**config.mk**
```make
export PLATFORM = sky130hd
export DESIGN_NAME = rx_dlink_extract
export DESIGN_NICKNAME = d
export VERILOG_FILES = /design/src/rtl/dlx_pkg.sv /design/src/rtl/dlx_frame_pos.sv /design/src/rtl/dlx_bit_select.sv /design/src/rtl/dlx_byte_pack.sv /design/src/rtl/dlx_strobe_out.sv /design/src/rtl/rx_dlink_extract.sv
export SDC_FILE = /design/constraint.sdc
export NUM_CORES = 1
export LEC_CHECK = 0
export BUFFER_PORTS_ARGS = -buffer_cell sky130_fd_sc_hd__buf_2
export CAP_MARGIN = 20
export CORE_ASPECT_RATIO = 1.25
export CORE_MARGIN = 2
export CORE_UTILIZATION = 30
export DETAILED_ROUTE_END_ITERATION = 10
export GPL_TIMING_DRIVEN = 0
export SLEW_MARGIN = 20
export SYNTH_ARGS = -nofsm -noshare
export SYNTH_HDL_FRONTEND = slang
export SYNTH_SLANG_ARGS = --single-unit
```
**constraint.sdc**
```tcl
create_clock -name line_clk -period 3.9 [get_ports line_clk]
set_input_delay 0.39 -clock line_clk [delete_from_list [all_inputs] [get_ports line_clk]]
set_output_delay 0.39 -clock line_clk [all_outputs]
set_load 0.05 [all_outputs]
```
**src/rtl/dlx_pkg.sv**
```systemverilog
// Shared constants for the receive data link extractor.
// Assumes one received bit per line clock cycle.
package dlx_pkg;
    localparam int unsigned T1_BITS   = 193;  // bits per T1 frame
    localparam int unsigned E1_BITS   = 256;  // bits per E1 frame
    localparam int unsigned SA_LO     = 3;    // position of Sa4 in timeslot 0
    localparam int unsigned SA_N      = 5;    // Sa4..Sa8
    localparam int unsigned BYTE_BITS = 8;

    typedef enum logic {
        LINE_T1 = 1'b0,
        LINE_E1 = 1'b1
    } line_mode_e;
endpackage

```
**src/rtl/dlx_frame_pos.sv**
```systemverilog
// Bit position tracker. Restarts at 0 on the framer's start-of-frame pulse
// and free-runs with wrap at the frame length of the current mode.
// The frame tag is captured with the start-of-frame pulse.
// Assumes the framer gives frm_sof on bit 0 of the frame.
module dlx_frame_pos #(
    parameter int unsigned T1_FRAME = dlx_pkg::T1_BITS,
    parameter int unsigned E1_FRAME = dlx_pkg::E1_BITS,
    parameter int unsigned POS_W    = 8
) (
    input  logic             clk,
    input  logic             rst_n,
    input  dlx_pkg::line_mode_e mode,
    input  logic             sof,
    input  logic             tag_in,
    output logic [POS_W-1:0] pos,
    output logic             tag
);
    localparam logic [POS_W-1:0] T1_LAST = POS_W'(T1_FRAME - 1);
    localparam logic [POS_W-1:0] E1_LAST = POS_W'(E1_FRAME - 1);

    logic [POS_W-1:0] pos_q;
    logic             tag_q;
    logic [POS_W-1:0] last;

    // Select the final position of a frame for the current mode.
    always_comb last = (mode == dlx_pkg::LINE_E1) ? E1_LAST : T1_LAST;

    // Position of the bit on the input in this cycle.
    always_comb begin
        if (sof)
            pos = '0;
        else if (pos_q >= last)
            pos = '0;
        else
            pos = pos_q + 1'b1;
    end

    // Tag in force for the bit on the input in this cycle.
    always_comb tag = sof ? tag_in : tag_q;

    // Hold position and tag for the next bit.
    always_ff @(posedge clk) begin
        if (!rst_n) begin
            pos_q <= '0;
            tag_q <= 1'b0;
        end else begin
            pos_q <= pos;
            tag_q <= tag;
        end
    end

    AST_POS_RESTART: assert property (@(posedge clk) disable iff (!rst_n)
        sof |=> (pos_q == '0));
endmodule

```
**src/rtl/dlx_bit_select.sv**
```systemverilog
// Decides whether the current bit belongs to the data link.
// T1: the framing bit of tagged frames. E1: masked Sa bits of tagged frames.
// Purely combinational. Assumes the position comes from dlx_frame_pos.
module dlx_bit_select #(
    parameter int unsigned SA_FIRST = dlx_pkg::SA_LO,
    parameter int unsigned SA_COUNT = dlx_pkg::SA_N,
    parameter int unsigned POS_W    = 8
) (
    input  dlx_pkg::line_mode_e  mode,
    input  logic [POS_W-1:0]     pos,
    input  logic                 tag,
    input  logic                 lock,
    input  logic [SA_COUNT-1:0]  sa_mask,
    output logic                 sel
);
    logic [SA_COUNT-1:0] sa_hit;
    logic                t1_hit;

    // One comparator per selectable national bit.
    for (genvar i = 0; i < SA_COUNT; i++) begin : g_sa
        assign sa_hit[i] = sa_mask[i] && (pos == POS_W'(SA_FIRST + i));
    end

    // The T1 data-link bit is the framing bit at position 0.
    always_comb t1_hit = (pos == '0);

    // Combine the mode, the tag and the alignment.
    always_comb begin
        sel = 1'b0;
        if (lock && tag)
            sel = (mode == dlx_pkg::LINE_E1) ? (|sa_hit) : t1_hit;
    end
endmodule

```
**src/rtl/dlx_byte_pack.sv**
```systemverilog
// Collects marked bits MSB-first into a byte and pulses ready on every
// eighth. The count clears while alignment is lost.
// Assumes take is high only for marked bits.
module dlx_byte_pack #(
    parameter int unsigned BYTE_W = dlx_pkg::BYTE_BITS
) (
    input  logic              clk,
    input  logic              rst_n,
    input  logic              lock,
    input  logic              take,
    input  logic              bit_in,
    output logic [BYTE_W-1:0] byte_q,
    output logic              rdy_q
);
    localparam int unsigned CNT_W = $clog2(BYTE_W);
    localparam logic [CNT_W-1:0] CNT_LAST = CNT_W'(BYTE_W - 1);

    logic [CNT_W-1:0] cnt_q;

    // Shift in marked bits and count them toward a full byte.
    always_ff @(posedge clk) begin
        if (!rst_n) begin
            byte_q <= '0;
            cnt_q  <= '0;
            rdy_q  <= 1'b0;
        end else begin
            rdy_q <= 1'b0;
            if (!lock) begin
                cnt_q <= '0;
            end else if (take) begin
                byte_q <= {byte_q[BYTE_W-2:0], bit_in};
                if (cnt_q == CNT_LAST) begin
                    cnt_q <= '0;
                    rdy_q <= 1'b1;
                end else begin
                    cnt_q <= cnt_q + 1'b1;
                end
            end
        end
    end

    AST_RDY_SPACING: assert property (@(posedge clk) disable iff (!rst_n)
        rdy_q |=> !rdy_q);
    AST_RDY_LOCKED: assert property (@(posedge clk) disable iff (!rst_n)
        rdy_q |-> $past(lock));
endmodule

```
**src/rtl/dlx_strobe_out.sv**
```systemverilog
// Registers the serial data and the mark, then forms the strobe:
// a one-period enable, a gated clock high in the low phase, or the raw
// line clock in T1 inverse-mux mode.
// Assumes configuration changes only while the output is not in use.
module dlx_strobe_out (
    input  logic                clk,
    input  logic                rst_n,
    input  dlx_pkg::line_mode_e mode,
    input  logic                imux,
    input  logic                en_mode,
    input  logic                sel,
    input  logic                rx_data,
    output logic                dl_data,
    output logic                mark_q,
    output logic                strobe
);
    logic pass_clk;

    // Register the received bit and its mark.
    always_ff @(posedge clk) begin
        if (!rst_n) begin
            dl_data <= 1'b0;
            mark_q  <= 1'b0;
        end else begin
            dl_data <= rx_data;
            mark_q  <= sel;
        end
    end

    // Inverse-mux pass-through applies to T1 only.
    always_comb pass_clk = imux && (mode == dlx_pkg::LINE_T1);

    // Pick the strobe form; the gated clock rises at the mid-bit falling edge.
    always_comb begin
        if (pass_clk)
            strobe = clk;
        else if (en_mode)
            strobe = mark_q;
        else
            strobe = mark_q && !clk;
    end

    AST_T1_SINGLE_MARK: assert property (@(posedge clk) disable iff (!rst_n)
        (mode == dlx_pkg::LINE_T1 && mark_q) |=> !mark_q);
endmodule

```
**src/rtl/rx_dlink_extract.sv**
```systemverilog
// Receive data link extractor top. Passes every received bit to dl_data,
// marks T1 framing data-link bits or selected E1 national bits from the
// framer's alignment, drives the strobe and packs marked bits into bytes.
// Assumes one bit per line_clk and frame alignment from an external framer.
module rx_dlink_extract #(
    parameter int unsigned T1_FRAME = dlx_pkg::T1_BITS,
    parameter int unsigned E1_FRAME = dlx_pkg::E1_BITS,
    parameter int unsigned SA_FIRST = dlx_pkg::SA_LO,
    parameter int unsigned SA_COUNT = dlx_pkg::SA_N,
    parameter int unsigned BYTE_W   = dlx_pkg::BYTE_BITS
) (
    input  logic                line_clk,
    input  logic                rst_n,
    input  logic                rx_data,
    input  logic                frm_sof,
    input  logic                frm_tag,
    input  logic                frm_lock,
    input  logic                cfg_e1,
    input  logic                cfg_strobe_en,
    input  logic                cfg_imux,
    input  logic [SA_COUNT-1:0] cfg_sa_mask,
    output logic                dl_data,
    output logic                dl_strobe,
    output logic [BYTE_W-1:0]   dl_byte,
    output logic                dl_byte_rdy
);
    localparam int unsigned MAX_FRAME = (E1_FRAME > T1_FRAME) ? E1_FRAME : T1_FRAME;
    localparam int unsigned POS_W     = $clog2(MAX_FRAME);

    dlx_pkg::line_mode_e mode;
    logic [POS_W-1:0]    pos;
    logic                tag;
    logic                sel;
    logic                mark;

    // Map the configuration bit to the line mode.
    always_comb mode = cfg_e1 ? dlx_pkg::LINE_E1 : dlx_pkg::LINE_T1;

    dlx_frame_pos #(.T1_FRAME(T1_FRAME), .E1_FRAME(E1_FRAME), .POS_W(POS_W)) u_pos (
        .clk(line_clk), .rst_n(rst_n), .mode(mode), .sof(frm_sof),
        .tag_in(frm_tag), .pos(pos), .tag(tag)
    );

    dlx_bit_select #(.SA_FIRST(SA_FIRST), .SA_COUNT(SA_COUNT), .POS_W(POS_W)) u_sel (
        .mode(mode), .pos(pos), .tag(tag), .lock(frm_lock),
        .sa_mask(cfg_sa_mask), .sel(sel)
    );

    dlx_strobe_out u_out (
        .clk(line_clk), .rst_n(rst_n), .mode(mode), .imux(cfg_imux),
        .en_mode(cfg_strobe_en), .sel(sel), .rx_data(rx_data),
        .dl_data(dl_data), .mark_q(mark), .strobe(dl_strobe)
    );

    dlx_byte_pack #(.BYTE_W(BYTE_W)) u_pack (
        .clk(line_clk), .rst_n(rst_n), .lock(frm_lock), .take(sel),
        .bit_in(rx_data), .byte_q(dl_byte), .rdy_q(dl_byte_rdy)
    );

    AST_RDY_WITH_MARK: assert property (@(posedge line_clk) disable iff (!rst_n)
        dl_byte_rdy |-> mark);
    AST_NO_BYTE_UNLOCKED: assert property (@(posedge line_clk) disable iff (!rst_n)
        !frm_lock |=> !dl_byte_rdy);
endmodule

```
==> impl_metrics.env <==
export IMPL_status="finished, final reports clean"
export IMPL_antenna_found_initial=0
export IMPL_wl_per_cell_um=12.0
export IMPL_dp_hpwl_um=1940
export IMPL_crit_top_cell="clkbuf_8"
export IMPL_port_buffers=24
export IMPL_layout_cells_most_common="buf_2"
export IMPL_synthFlopType="dfxtp_1"
export IMPL_dpl_instance_area_um2=1390
export IMPL_timing_critical_path_to_type="primary output"
export IMPL_synth_edf_count=0
export IMPL_dieArea_um2=4540
export IMPL_grt_max_degree=15
export IMPL_hold_viol=0
export IMPL_cts_tree="done"
export IMPL_drv_slew=0
export IMPL_grt_pass1_vias=1089
export IMPL_io_pins=25
export IMPL_cts_hold_buf=0
export IMPL_area_delta_synth_final_pct=24.5
export IMPL_coreArea_um2=3820
export IMPL_drt_antenna_violating_nets=0
export IMPL_ys_seq_area_frac=0.383
export IMPL_dr_pass1_iters=4
export IMPL_syn_area_per_cell_um2=9.19
export IMPL_async_flop_share=0
export IMPL_path_clk_slew_ns=0.09
export IMPL_die_h_um=74.8
export IMPL_setup_viol=0
export IMPL_synth_nets=154
export IMPL_final_cell_mix="buf_2, dfxtp_1, nand2_1, mux2i_1, nor2_1"
export IMPL_p_leak_nw=0.648
export IMPL_crit_path_max_incr_delay_ns=0.25
export IMPL_worstSkewPairLatency_ns=0.37
export IMPL_hp_class="primary input to flip-flop"
export IMPL_path_cells="clkbuf_8 > clkbuf_8 > clkbuf_8 > inv_1 > o21ai_0 > a21oi_1 > a31o_2 > buf_2"
export IMPL_stdcell_area_um2=1500
export IMPL_postCtsSetupRepairBufs=0
export IMPL_crit_required_ns=3.51
export IMPL_critPathSlowestCell="buf_2"
export IMPL_synth_cells=131
export IMPL_yosysWarnings=0
export IMPL_cp_arrival_ns=3.01
export IMPL_nFillCells=401
export IMPL_post_cts_resized=0
export IMPL_ys_ff_latch=23
export IMPL_grt_pass1_wl_um=4490
export IMPL_drt_iter0_drc=41
export IMPL_yosysUniqueCellTypes=35
export IMPL_routed_wl_um=2590
export IMPL_gp_congestion=0.742
export IMPL_seq_area_um2=460
export IMPL_powerDensity_nw_per_um2=392
export IMPL_initial_utilization=0.315
export IMPL_drc=0
export IMPL_fin_tns_setup_ns=0
export IMPL_overflow=0
export IMPL_multiInputGateArea_um2=672
export IMPL_crit_type="clock port to primary output"
export IMPL_vdd_drop_max_mv=0.139
export IMPL_maxCapViolations=0
export IMPL_num_vias=1013
export IMPL_timing_hold_ws_ns=0.215
export IMPL_avgViaCountPerCell=4.69
export IMPL_diodes=0
export IMPL_worstSetupStartpointType="clock port"
export IMPL_crit_path_max_fanout=14
export IMPL_fin_skew_ns=0.00763
export IMPL_grt_total_usage=0.137
export IMPL_die_w_um=60.7
export IMPL_slew_headroom=0.718
export IMPL_worst_pin_slew_ns=0.423
export IMPL_nets=186
export IMPL_rsz0062_at_grt="false"
export IMPL_netlist_area_um2=1200
export IMPL_rows=25
export IMPL_drive_above_1_share=0.253
## final cells by class
type / count / share of cell area
plain buffers: 6 / 0.0326
clock buffers: 8 / 0.0751
clock inverters: 1 / 0.00250
inverters: 5 / 0.0125
multi-input cells: 96 / 0.448
flip-flops and latches: 23 / 0.307
well taps: 54 / 0.0451
repair buffers: 23 / 0.0768
## flip-flops by register name (all words and copies together) (netlist names)
register	flops
u_pack.byte_q	8
u_pos.pos_q	8
u_pack.cnt_q	3
u_out.dl_data	1
u_out.mark_q	1
u_pack.rdy_q	1
u_pos.tag_q	1
## synthesized netlist by cell type, types with 3 or more instances
master / n / area share
a21oi_1: 5 / 0.021
nand2_1: 21 / 0.065
nand3_1: 4 / 0.017
xor2_1: 4 / 0.029
inv_1: 6 / 0.019
nor2_1: 12 / 0.037
ha_1: 9 / 0.094
nor3_1: 3 / 0.012
dfxtp_1: 23 / 0.38
mux2i_1: 13 / 0.11
## per-layer routing
layer,vias to the layer above,part of all wire,GRT usage
li1,511,-,-
met1,470,0.41,0.141
met2,27,0.51,0.227
met3,5,0.067,0.0601
met4,0,0.015,0.0845
met5,-,0,0
## power by group
part	leakage, nW	switching [mW]	internal [mW]
sequential	0.186	0.00232	0.238
combinational	0.390	0.0302	0.0237
clock	0.0719	0.110	0.183
total	0.648	0.142	0.445
## logic make-up (layout without fill, tap and decap cells)
| kind of cell | after synthesis | in the layout | share of synthesized area |
|---|---|---|---|
| AND/OR/NAND/NOR | 51 | 51 | 0.195 |
| buffers and inverters | 12 | 43 | 0.0593 |
| XOR/XNOR | 6 | 6 | 0.0437 |
| adder cells (fa/ha/maj) | 9 | 9 | 0.0936 |
| flip-flops | 23 | 23 | 0.383 |
| AO/OA/AOI/OAI | 16 | 16 | 0.0988 |
| multiplexers | 14 | 14 | 0.127 |
## worst paths after layout
check	startpoint	to	slack, ns	cells after the start
worst max-delay path	line_clk	dl_strobe	0.50	8
worst min-delay path	rx_data	u_out.dl_data	0.22	3
worst max register to register	u_pos.pos_q[0]	u_out.mark_q	1.82	10
worst min register to register	u_pack.byte_q[7]	u_pack.byte_q[7]	0.47	2
## worst max-delay path: cells and delay by family
family,cells,cell delay (ns)
AO/OA/AOI/OAI,3,0.36
buffers and inverters,5,0.70
## per-stage QoR
step	power [mW]	std cells	worst slack, ns	utilization
after floorplan	0.302	131	1.07	-
after global placement	0.319	209	1.01	0.365
after detailed placement	0.321	209	1.01	0.365
after CTS	0.598	216	0.467	0.393
after global routing	0.618	216	0.377	0.393
final	0.587	216	0.497	0.393
(Power assumes the default switching activity.)
